`src/rtl/cdma_pkg.sv`:
```
`timescale 1ns/1ps
package cdma_pkg;
  localparam int CH_SEL_W = 2;
  localparam int REG_W    = 3;
  localparam int CPU_AW   = CH_SEL_W + REG_W;

  localparam int CTL_EN   = 0;
  localparam int CTL_WORD = 1;
  localparam int CTL_RPT  = 2;
  localparam int CTL_SRCF = 3;
  localparam int CTL_DSTF = 4;

  typedef enum logic [REG_W-1:0] {
    REG_SRC = 3'd0,
    REG_DST = 3'd1,
    REG_CNT = 3'd2,
    REG_RLD = 3'd3,
    REG_CTL = 3'd4
  } regSel_e;

  typedef struct packed {
    logic [CH_SEL_W-1:0] chan;
    logic                start;
    logic                rdPhase;
    logic                capture;
    logic                wrPhase;
    logic                finish;
  } ctlStrobe_t;
endpackage

```
`src/rtl/cdma_ctrl.sv`:
```
`timescale 1ns/1ps
module cdma_ctrl
  import cdma_pkg::*;
#(
  parameter int CH_COUNT = 4
) (
  input  logic                clk,
  input  logic                rstN,
  input  logic [CH_COUNT-1:0] reqIn,
  input  logic [CH_COUNT-1:0] chanEn,
  input  logic                busReady,
  output ctlStrobe_t          stb,
  output logic                busRd,
  output logic                busWr
);
  typedef enum logic [1:0] {ST_IDLE, ST_READ, ST_WRITE} phase_e;

  phase_e              state;
  logic [CH_COUNT-1:0] reqPrev;
  logic [CH_COUNT-1:0] pend;
  logic [CH_COUNT-1:0] elig;
  logic [CH_SEL_W-1:0] pick;
  logic [CH_SEL_W-1:0] activeCh;
  logic                found;

  assign elig = pend & chanEn;

  always_comb begin
    pick  = '0;
    found = 1'b0;
    for (int i = CH_COUNT - 1; i >= 0; i--) begin
      if (elig[i]) begin
        pick  = CH_SEL_W'(i);
        found = 1'b1;
      end
    end
  end

  always_comb begin
    stb         = '0;
    stb.chan    = (state == ST_IDLE) ? pick : activeCh;
    stb.start   = (state == ST_IDLE) && found;
    stb.rdPhase = (state == ST_READ);
    stb.capture = (state == ST_READ) && busReady;
    stb.wrPhase = (state == ST_WRITE);
    stb.finish  = (state == ST_WRITE) && busReady;
  end

  assign busRd = (state == ST_READ);
  assign busWr = (state == ST_WRITE);

  always_ff @(posedge clk or negedge rstN) begin
    if (!rstN) begin
      reqPrev <= '0;
      pend    <= '0;
    end else begin
      reqPrev <= reqIn;
      for (int i = 0; i < CH_COUNT; i++) begin
        if (!chanEn[i])
          pend[i] <= 1'b0;
        else if (reqIn[i] && !reqPrev[i])
          pend[i] <= 1'b1;
        else if (stb.start && stb.chan == CH_SEL_W'(i))
          pend[i] <= 1'b0;
      end
    end
  end

  always_ff @(posedge clk or negedge rstN) begin
    if (!rstN) begin
      state    <= ST_IDLE;
      activeCh <= '0;
    end else begin
      case (state)
        ST_IDLE:  if (found) begin
                    state    <= ST_READ;
                    activeCh <= pick;
                  end
        ST_READ:  if (busReady) state <= ST_WRITE;
        ST_WRITE: if (busReady) state <= ST_IDLE;
        default:  state <= ST_IDLE;
      endcase
    end
  end

  // read and write phases never overlap
  a_r2_phase_exclusive: assert property (@(posedge clk) disable iff (!rstN)
    !(busRd && busWr));
  // a read waits for ready before moving on
  a_r2_read_holds: assert property (@(posedge clk) disable iff (!rstN)
    busRd && !busReady |=> busRd);
  // no lower-index eligible channel is passed over at a start
  a_r1_priority: assert property (@(posedge clk) disable iff (!rstN)
    stb.start |-> ((elig & ((CH_COUNT'(1) << stb.chan) - CH_COUNT'(1))) == '0));
  // a transfer starts only for a latched request
  a_r11_start_pending: assert property (@(posedge clk) disable iff (!rstN)
    stb.start |-> pend[stb.chan]);
endmodule

```
`src/rtl/cdma_dpath.sv`:
```
`timescale 1ns/1ps
module cdma_dpath
  import cdma_pkg::*;
#(
  parameter int CH_COUNT = 4,
  parameter int ADDR_W   = 20,
  parameter int DATA_W   = 16,
  parameter int CNT_W    = 16
) (
  input  logic                clk,
  input  logic                rstN,
  input  ctlStrobe_t          stb,
  input  logic                cpuWe,
  input  logic [CPU_AW-1:0]   cpuAddr,
  input  logic [ADDR_W-1:0]   cpuWdata,
  output logic [ADDR_W-1:0]   cpuRdata,
  input  logic [DATA_W-1:0]   busRdata,
  output logic [ADDR_W-1:0]   busAddr,
  output logic                busWord,
  output logic [DATA_W-1:0]   busWdata,
  output logic [CH_COUNT-1:0] chanEn,
  output logic [CH_COUNT-1:0] doneIrq
);
  localparam int PAD_W = DATA_W - 8;

  logic [ADDR_W-1:0] srcReg [CH_COUNT];
  logic [ADDR_W-1:0] dstReg [CH_COUNT];
  logic [ADDR_W-1:0] fwdPtr [CH_COUNT];
  logic [CNT_W-1:0]  cntReg [CH_COUNT];
  logic [CNT_W-1:0]  rldReg [CH_COUNT];
  logic [CH_COUNT-1:0] en, wordU, rpt, srcF, dstF, fresh;
  logic [DATA_W-1:0] dataHold;

  logic [CH_SEL_W-1:0] cpuCh;
  regSel_e             cpuReg;
  assign cpuCh  = cpuAddr[REG_W +: CH_SEL_W];
  assign cpuReg = regSel_e'(cpuAddr[REG_W-1:0]);
  assign chanEn = en;

  always_ff @(posedge clk or negedge rstN) begin
    if (!rstN) begin
      for (int i = 0; i < CH_COUNT; i++) begin
        srcReg[i] <= '0;
        dstReg[i] <= '0;
        fwdPtr[i] <= '0;
        cntReg[i] <= '0;
        rldReg[i] <= '0;
      end
      en      <= '0;
      wordU   <= '0;
      rpt     <= '0;
      srcF    <= '0;
      dstF    <= '0;
      fresh   <= '0;
      doneIrq <= '0;
    end else begin
      doneIrq <= '0;
      for (int i = 0; i < CH_COUNT; i++) begin
        if (stb.start && stb.chan == CH_SEL_W'(i) && fresh[i]) begin
          cntReg[i] <= rldReg[i];
          fwdPtr[i] <= srcF[i] ? srcReg[i] : dstReg[i];
          fresh[i]  <= 1'b0;
        end
        if (stb.finish && stb.chan == CH_SEL_W'(i)) begin
          cntReg[i] <= cntReg[i] - CNT_W'(1);
          fwdPtr[i] <= fwdPtr[i] + (wordU[i] ? ADDR_W'(2) : ADDR_W'(1));
          if (cntReg[i] == '0) begin
            doneIrq[i] <= 1'b1;
            if (rpt[i]) begin
              cntReg[i] <= rldReg[i];
              fwdPtr[i] <= srcF[i] ? srcReg[i] : dstReg[i];
            end else begin
              en[i] <= 1'b0;
            end
          end
        end
        if (cpuWe && cpuCh == CH_SEL_W'(i)) begin
          case (cpuReg)
            REG_SRC: if (srcF[i] || !en[i]) srcReg[i] <= cpuWdata;
            REG_DST: if (dstF[i] || !en[i]) dstReg[i] <= cpuWdata;
            REG_RLD: rldReg[i] <= cpuWdata[CNT_W-1:0];
            REG_CTL: begin
              en[i]    <= cpuWdata[CTL_EN];
              wordU[i] <= cpuWdata[CTL_WORD];
              rpt[i]   <= cpuWdata[CTL_RPT];
              srcF[i]  <= cpuWdata[CTL_SRCF];
              dstF[i]  <= cpuWdata[CTL_DSTF] && !cpuWdata[CTL_SRCF];
              if (cpuWdata[CTL_EN] && !en[i]) fresh[i] <= 1'b1;
            end
            default: ;
          endcase
        end
      end
    end
  end

  always_ff @(posedge clk or negedge rstN) begin
    if (!rstN)
      dataHold <= '0;
    else if (stb.capture)
      dataHold <= wordU[stb.chan] ? busRdata : {{PAD_W{1'b0}}, busRdata[7:0]};
  end

  always_comb begin
    busAddr = '0;
    busWord = 1'b0;
    for (int i = 0; i < CH_COUNT; i++) begin
      if (stb.chan == CH_SEL_W'(i)) begin
        busWord = wordU[i];
        if (stb.wrPhase)
          busAddr = dstF[i] ? fwdPtr[i] : dstReg[i];
        else
          busAddr = srcF[i] ? fwdPtr[i] : srcReg[i];
      end
    end
  end
  assign busWdata = dataHold;

  always_comb begin
    cpuRdata = '0;
    for (int i = 0; i < CH_COUNT; i++) begin
      if (cpuCh == CH_SEL_W'(i)) begin
        case (cpuReg)
          REG_SRC: cpuRdata = (en[i] && srcF[i]) ? fwdPtr[i] : srcReg[i];
          REG_DST: cpuRdata = (en[i] && dstF[i]) ? fwdPtr[i] : dstReg[i];
          REG_CNT: cpuRdata = ADDR_W'(cntReg[i]);
          REG_RLD: cpuRdata = ADDR_W'(rldReg[i]);
          REG_CTL: cpuRdata = ADDR_W'({dstF[i], srcF[i], rpt[i], wordU[i], en[i]});
          default: ;
        endcase
      end
    end
  end

  // address held steady while a read waits
  a_r3_addr_stable: assert property (@(posedge clk) disable iff (!rstN)
    stb.rdPhase && !stb.capture && !cpuWe |=> $stable(busAddr));

  for (genvar g = 0; g < CH_COUNT; g++) begin : g_chk
    // never both sides forward
    a_r8_one_forward: assert property (@(posedge clk) disable iff (!rstN)
      !(srcF[g] && dstF[g]));
    // done pulse lasts one cycle
    a_r7_irq_pulse: assert property (@(posedge clk) disable iff (!rstN)
      doneIrq[g] |=> !doneIrq[g]);
    // single-mode underflow disables the channel
    a_r5_single_stop: assert property (@(posedge clk) disable iff (!rstN)
      stb.finish && stb.chan == CH_SEL_W'(g) && cntReg[g] == '0 && !rpt[g] && !cpuWe
      |=> !en[g]);
    // repeat-mode underflow reloads the counter and stays enabled
    a_r6_repeat_reload: assert property (@(posedge clk) disable iff (!rstN)
      stb.finish && stb.chan == CH_SEL_W'(g) && cntReg[g] == '0 && rpt[g] && !cpuWe
      |=> en[g] && cntReg[g] == $past(rldReg[g]));
  end
endmodule

```
`src/rtl/steal_dma.sv`:
```
`timescale 1ns/1ps
module steal_dma
  import cdma_pkg::*;
#(
  parameter int CH_COUNT = 4,
  parameter int ADDR_W   = 20,
  parameter int DATA_W   = 16,
  parameter int CNT_W    = 16
) (
  input  logic                clk,
  input  logic                rstN,
  input  logic                cpuWe,
  input  logic [CPU_AW-1:0]   cpuAddr,
  input  logic [ADDR_W-1:0]   cpuWdata,
  output logic [ADDR_W-1:0]   cpuRdata,
  input  logic [CH_COUNT-1:0] reqIn,
  output logic [ADDR_W-1:0]   busAddr,
  output logic                busRd,
  output logic                busWr,
  output logic                busWord,
  output logic [DATA_W-1:0]   busWdata,
  input  logic [DATA_W-1:0]   busRdata,
  input  logic                busReady,
  output logic [CH_COUNT-1:0] doneIrq
);
  ctlStrobe_t          stb;
  logic [CH_COUNT-1:0] chanEn;

  cdma_ctrl #(.CH_COUNT(CH_COUNT)) u_ctrl (
    .clk(clk), .rstN(rstN), .reqIn(reqIn), .chanEn(chanEn),
    .busReady(busReady), .stb(stb), .busRd(busRd), .busWr(busWr)
  );

  cdma_dpath #(
    .CH_COUNT(CH_COUNT), .ADDR_W(ADDR_W), .DATA_W(DATA_W), .CNT_W(CNT_W)
  ) u_dpath (
    .clk(clk), .rstN(rstN), .stb(stb), .cpuWe(cpuWe), .cpuAddr(cpuAddr),
    .cpuWdata(cpuWdata), .cpuRdata(cpuRdata), .busRdata(busRdata),
    .busAddr(busAddr), .busWord(busWord), .busWdata(busWdata),
    .chanEn(chanEn), .doneIrq(doneIrq)
  );
endmodule

```
`config.mk`:
```
export PLATFORM = sky130hd
export DESIGN_NAME = steal_dma
export DESIGN_NICKNAME = d
export VERILOG_FILES = /design/src/rtl/cdma_pkg.sv /design/src/rtl/cdma_ctrl.sv /design/src/rtl/cdma_dpath.sv /design/src/rtl/steal_dma.sv
export SDC_FILE = /design/constraint.sdc
export NUM_CORES = 1
export LEC_CHECK = 0
export ABC_AREA = 0
export BUFFER_PORTS_ARGS = -buffer_cell sky130_fd_sc_hd__buf_4
export CORE_UTILIZATION = 40
export CTS_CLUSTER_DIAMETER = 100
export DETAILED_ROUTE_END_ITERATION = 8
export GPL_TIMING_DRIVEN = 1
export MAX_ROUTING_LAYER = met4
export PLACE_DENSITY = 0.56
export SKIP_LAST_GASP = 1
export SYNTH_ARGS = -nofsm -noshare
export SYNTH_HDL_FRONTEND = slang
export SYNTH_SLANG_ARGS = --single-unit
```
`constraint.sdc`:
```
create_clock -name clk -period 3.9 [get_ports clk]
set_clock_uncertainty 0.15 [all_clocks]
set_input_delay 0.585 -clock clk [delete_from_list [all_inputs] [get_ports clk]]
set_output_delay 0.585 -clock clk [all_outputs]
set_load 0.05 [all_outputs]
```
* Yosys cells after proc, flatten, opt, wreduce, memory -nomap -nowiden
Index checks and enable logic that the tools add are counted.
** Word-level totals
- Input port bits :: 49
- Bits in registers :: 424
- ROM bits :: 0
- Word-level logic and storage cells :: 307
- Memories :: 0
- RAM bits :: 0
- Bits in latches :: 0
** Operators by class
- Equality and inequality tests :: 19
- Magnitude comparators :: 1
- Divide/modulo/power cells :: 0
- Bitwise gates (word level) :: 1
- Muxes and demuxes :: 148
- Shift-type cells :: 0
- Reductions and logical operators :: 83
- Multipliers :: 0
- $add $sub $neg :: 8
** Operator list (number)
- $mux 20 :: 48
- $pmux 20 s5 :: 4
- $mux 16 :: 17
- $add 20x20->20 :: 4
- $mux 1 :: 65
- $logic_not 16->1 :: 4
- $sub 16x1->16 const B :: 4
- $logic_and 1x1->1 :: 36
- $reduce_and 3->1 :: 9
- $mux 2 :: 12
- $reduce_and 2->1 :: 9
- $ne 3x3->1 const B :: 4
- $eq 2x2->1 const B :: 5
- $logic_not 1->1 :: 9
- $logic_or 1x1->1 :: 8
- $reduce_bool 2->1 :: 4
- $eq 2x1->1 const B :: 3
- $eq 3x2->1 const B :: 2
- $logic_not 2->1 :: 3
- $ne 2x1->1 const B :: 3
- $pmux 2 s3 :: 1
- $and 4x4->4 :: 1
- $eq 3x1->1 const B :: 1
- $eq 3x3->1 const B :: 1
- 3 further kinds :: 3

* Longest topological paths before layout
- Word-level depth :: 13
- Depth in mapped cells :: 10

* Cells and area by module
Synthesis repeated with hierarchy kept, for this count alone.
** Second synthesis, totals
- Cell total of the unflattened synthesis :: 2771
- Area, all modules :: 26994.6 um2
** By module, submodules not included
- cdma_dpath :: sequential area each 10309.9 um2, cells an instance 2717, times used 1, area each 26444.1 um2
- cdma_ctrl :: sequential area each 300.3 um2, cells an instance 54, times used 1, area each 550.5 um2

* Least setup slack after synthesis
No wires, ideal clock.
- Kind :: input -> output
- Start point :: in cpuAddr[2]
- End point :: out cpuRdata[2]
- Data arrival time :: 3476 ps
- Path buffers :: 2
- Data required time :: 3165 ps
- Stages :: 7
- Path slack :: -311 ps
- Path through :: clkbuf_1 nor3b_1 clkbuf_1 nand2_1 o211ai_1 nor3_1 o41ai_1
** Between the ends
- Longest elaborated chain between the ends :: 9
- Elaborated cells on any way between the ends :: 13
** Ends and longest elaborated chain
- start: declaration :: RTL line steal_dma.sv:13 : input logic [CPU_AW-1:0] cpuAddr,
- $eq 3x3->1, or another cell as far along :: RTL line cdma_dpath.sv:123 : case (cpuReg)
- $pmux 20 s5 :: RTL line cdma_dpath.sv:123
- $mux 20 :: RTL line cdma_dpath.sv:122 : if (cpuCh == CH_SEL_W'(i)) begin
- $pmux 20 s5 :: RTL line cdma_dpath.sv:123
- $mux 20 :: RTL line cdma_dpath.sv:122
- $pmux 20 s5 :: RTL line cdma_dpath.sv:123
- $mux 20 :: RTL line cdma_dpath.sv:122
- $pmux 20 s5 :: RTL line cdma_dpath.sv:123
- $mux 20 (*) :: RTL line cdma_dpath.sv:122
- end: declaration :: RTL line steal_dma.sv:15 : output logic [ADDR_W-1:0] cpuRdata,
Mark *: on every way between the ends. The rest lies on a longest branch, timed or not.

* Final worst setup path
- Start point :: reg u_ctrl.state[0]
- End point :: out busAddr[0]
** Between the ends
- Longest elaborated chain between the ends :: 7
- Elaborated cells on any way between the ends :: 15
** Ends and longest elaborated chain
- start: declaration :: RTL line cdma_ctrl.sv:18 : phase_e state;
- start signal: assignment :: RTL line cdma_ctrl.sv:71 : state <= ST_IDLE;
- start signal: assignment :: RTL line cdma_ctrl.sv:76 : state <= ST_READ;
- start signal: assignment :: RTL line cdma_ctrl.sv:79 : ST_READ: if (busReady) state <= ST_WRITE;
- $logic_not 2->1 :: RTL line cdma_ctrl.sv:41 : stb.chan = (state == ST_IDLE) ? pick : activeCh;
- $mux 2 :: RTL line cdma_ctrl.sv:41
- $logic_not 2->1 :: RTL line cdma_dpath.sv:108 : if (stb.chan == CH_SEL_W'(i)) begin
- $mux 20 (3 in a row) :: RTL line cdma_dpath.sv:108
- $mux 20 (*) :: RTL line cdma_dpath.sv:108
- end: declaration :: RTL line steal_dma.sv:17 : output logic [ADDR_W-1:0] busAddr,
Marks and branches as above.

==> summary.md <==
| Metric | Value |
|---|---|
| Die span in x | `262 um` |
| Worst-Skew Late Latency | `0.61 ns` |
| Worst Path Arrival | `3.19 ns` |
| First drt pass iteration count | `6` |
| CP delay by family, top | `buffers and inverters` |
| Critical Path Sink Type | `output pin` |
| Layout cells sized above 1 | `25.3%` |
| Die area | `68,400 um^2` |
| Antenna Violating Nets Remaining | `0` |
| Final nets | `3,081` |
| Multiplexer area fraction after synthesis | `19.8%` |
| Commonest non-fill, non-tap cell in the layout | `dfrtp_1` |
| Synthesized area per cell | `9.14 um^2` |
| DRT Wirelength | `116 mm` |
| DP Area | `29,200 um^2` |
| Cell chain of the critical path | `nor2b_4 -> buf_4 -> buf_4 -> mux2i_4 -> buf_6 -> nor2_1 -> nor2_1 -> a211oi_1 -> a31oi_2 -> buf_6` |
| Ports | `112` |
| Worst Path Buf+Inv | `4` |
| Final Max Slew Viols | `0` |
| Post-synthesis cell count | `2,948` |
| Overflow left after global routing | `0` |
| Maximum clock path buffer count | `3` |
| Initial DRC Count | `3,070` |
| Routability cong. | `1.06` |
| Setup TNS | `-0.0368 ns` |
| Startpoint types | `flip-flop` |
| Main synth FF type | `dfrtp_1` |
| Vias per inst | `6.57` |
| CTS sink cnt | `424` |
| H-tree levels | `2` |
| Number of CTS-inserted buffers | `51` |
| Final WS setup | `-0.0232 ns` |
| Worst R2R Setup Slack | `0.71 ns` |
| Warnings, synthesis | `0` |
| Main combinational cell family by area after synthesis | `compound AO/OA/AOI/OAI gates` |
| Total power | `23.9 mW` |
| # port buffers | `111` |
| Pin count of the biggest net entering global routing | `88` |
| Starting Density | `40.7%` |
| Synth Area in Compound Gates | `20.8%` |
| Clk root buf | `clkbuf_16` |
| Worst Max-Slew Pin Slew | `1.03 ns` |
| Final HPWL DP | `81.2 mm` |
| CTS tree | `done` |
| Hold Slack | `0.0578 ns` |
| Required time of the worst setup path | `3.16 ns` |
| Vias in the first global route | `24,300` |
| FF+latch area | `10,600 um^2` |
| Fmax | `0.255 GHz` |
| Crit Path Max Fanout | `10` |
| Failing checks | `setup timing` |
| Lkg Pwr | `13.4 nW` |
| Netlist cell types | `74` |
| #FFs+latches synth | `424` |
| Worst r2r src | `u_dpath.chanEn[0]` |
| Critical Path Sink | `busAddr[0]` |
| RSZ-0062 raised after global routing | `true` |
| Finished Cell Area | `31,500 um^2` |
| Rows | `94` |
| First-pass GRT wire length | `168 mm` |
| CP Launch Point | `u_ctrl.state[0]` |
| Die Y | `262 um` |
| Commonest cells after routing, fill and taps aside | `dfrtp_1, mux2_2, nand2_1, buf_4, a21oi_1` |
| CP Depth | `10` |
| Synth Area in Adders | `1.04%` |
| Power Dens Cells | `758 nW/um^2` |
| Antenna violations before repair | `8` |
| Status | `finished, violations left` |
| Setup-failing EPs final | `2` |
| Tcrit/Tclk final | `101%` |
| Fraction of registers with async set/reset | `100%` |
| Fill count | `6,249` |
| XOR/XNOR Fraction of Synth Area | `0%` |
| Post-route DRC | `0` |
| Register area share after synthesis | `39.4%` |
| Number of synthesized flops with an enable pin | `0` |
| FF-to-FF End | `u_dpath.fwdPtr[26]` |
| Simple-Gate Fraction of Synth Area | `14.5%` |
| Maximum vdd ir drop | `0.00182 V` |
| Clock Pin Slew Worst Setup and Hold Paths | `0.07 ns` |
| Cell depth of the worst flop-to-flop path | `8` |
| Synthesized cell area | `27,000 um^2` |
| Crit path largest cell delay | `0.45 ns` |
| Crit Path Class | `flip-flop to output pin` |
| Core footprint | `66,200 um^2` |
| Final core occ | `47.6%` |
| Hold WC Path Type | `primary input to flip-flop` |
| Max Cap Violations | `0` |
| Multi-input logic area | `15,600 um^2` |
| Final Hold Viols | `0` |
| DR vias | `25,700` |
| Rel. slew slack | `30.7%` |
| GR Util All Layers | `34.6%` |
| Mapped Nets | `3,017` |
| CP max stage cell | `dfrtp_2` |
| Min Tclk post-route | `3.92 ns` |
| WL per Instance | `29.6 um` |
| Synthesis-to-finish area growth | `16.9%` |
-- metrics by stage --
step | worst slack (ns) | instances
6_report | -0.0232 | 3919
5_1_grt | -0.0887 | 3916
4_1_cts | -0.0931 | 3910
3_5_place_dp | 0.107 | 3805
3_3_place_gp | 0.125 | 3805
2_1_floorplan | 0.117 | 2948
-- cells by family after synthesis --
kind of cell	Yosys count
AO/OA/AOI/OAI	870
multiplexers	495
buffers and inverters	312
adder cells (fa/ha/maj)	20
flip-flops	424
AND/OR/NAND/NOR	827
-- Yosys cell counts, types with 8 or more instances --
| library cell | n | area [um^2] |
|---|---|---|
| a2111oi_0 | 9 | 78.8 |
| a211oi_1 | 29 | 218 |
| a21oi_1 | 244 | 1220 |
| a221oi_1 | 12 | 105 |
| a22oi_1 | 16 | 120 |
| a2bb2oi_1 | 24 | 210 |
| a31oi_1 | 26 | 163 |
| and2_1 | 14 | 87.6 |
| and3_1 | 15 | 93.8 |
| buf_1 | 15 | 56.3 |
| buf_2 | 46 | 230 |
| clkbuf_1 | 207 | 777 |
| dfrtp_1 | 424 | 10600 |
| ha_1 | 16 | 200 |
| inv_1 | 42 | 158 |
| mux2_2 | 280 | 3150 |
| mux2i_1 | 213 | 2130 |
| nand2_1 | 268 | 1010 |
| nand2b_1 | 13 | 81.3 |
| nand3_1 | 62 | 310 |
| nand4_1 | 40 | 250 |
| nor2_1 | 203 | 762 |
| nor2b_1 | 27 | 169 |
| nor3_1 | 82 | 410 |
| nor4_1 | 26 | 163 |
| o2111ai_1 | 8 | 70.1 |
| o211ai_1 | 35 | 263 |
| o21a_1 | 12 | 90.1 |
| o21ai_0 | 174 | 871 |
| o21ai_1 | 12 | 60.1 |
| o221ai_1 | 26 | 228 |
| o22a_1 | 35 | 307 |
| o22ai_1 | 113 | 707 |
| o2bb2ai_1 | 12 | 105 |
| o31ai_1 | 14 | 105 |
| o32a_1 | 14 | 140 |
| o32ai_1 | 10 | 87.6 |
| or3_1 | 32 | 200 |
| or4_1 | 8 | 60.1 |
-- cell type report --
cell class	count	area share (%)
multi-input combinational	2212	49.5
clock inverter	26	0.818
tap	864	3.43
inverter	42	0.500
antenna	3	0.0238
sequential	424	33.7
timing repair buffer	281	7.40
clock buffer	67	4.66
-- power by group --
group,leakage [nW],internal (mW),switching [mW]
sequential,5.35,5.64,2.06
combinational,7.24,4.06,7.16
clock,0.849,2.91,2.05
-- sequential cells by signal (all words and copies together) (netlist names), 16 cells and up --
| signal | count |
|---|---|
| u_dpath.fwdPtr | 80 |
| u_dpath.busWdata | 16 |
| u_dpath.srcReg | 80 |
| u_dpath.cntReg | 64 |
| u_dpath.dstReg | 80 |
| u_dpath.rldReg | 64 |
-- routing by layer --
layer	global-route usage [%]	part of all wire, %	up-vias
met1	46.8	42	12900
met5	-	0	-
li1	-	-	11100
met2	51.7	44	1437
met4	12.8	4.3	0
met3	5.78	9.2	249
-- how the worst min path moves through the flow --
| stage | slack, ns | to | cells after the start | startpoint |
|---|---|---|---|---|
| finish | 0.06 | u_ctrl.state[0] | 2 | busReady |
| global route | 0.05 | u_dpath.busWdata[7] | 2 | busRdata[7] |
| CTS | 0.04 | u_ctrl.state[0] | 2 | busReady |
| detailed placement | 0.33 | u_dpath.busWdata[10] | 2 | u_dpath.busWdata[10] |
| global placement | 0.31 | u_dpath.busWdata[12] | 2 | u_dpath.busWdata[12] |
| floorplan | 0.14 | u_ctrl.activeCh[0] | 0 | rstN |
-- timing repair --
action,4_1_cts,5_1_grt
endpoints found under the hold margin,74,0
resized for setup,52,54
endpoints found under the setup margin,36,29
pin swaps,2,4
hold buffers,5,0
gates cloned,0,3
buffers inserted,7,3
Power figures use the tool's default switching activity.
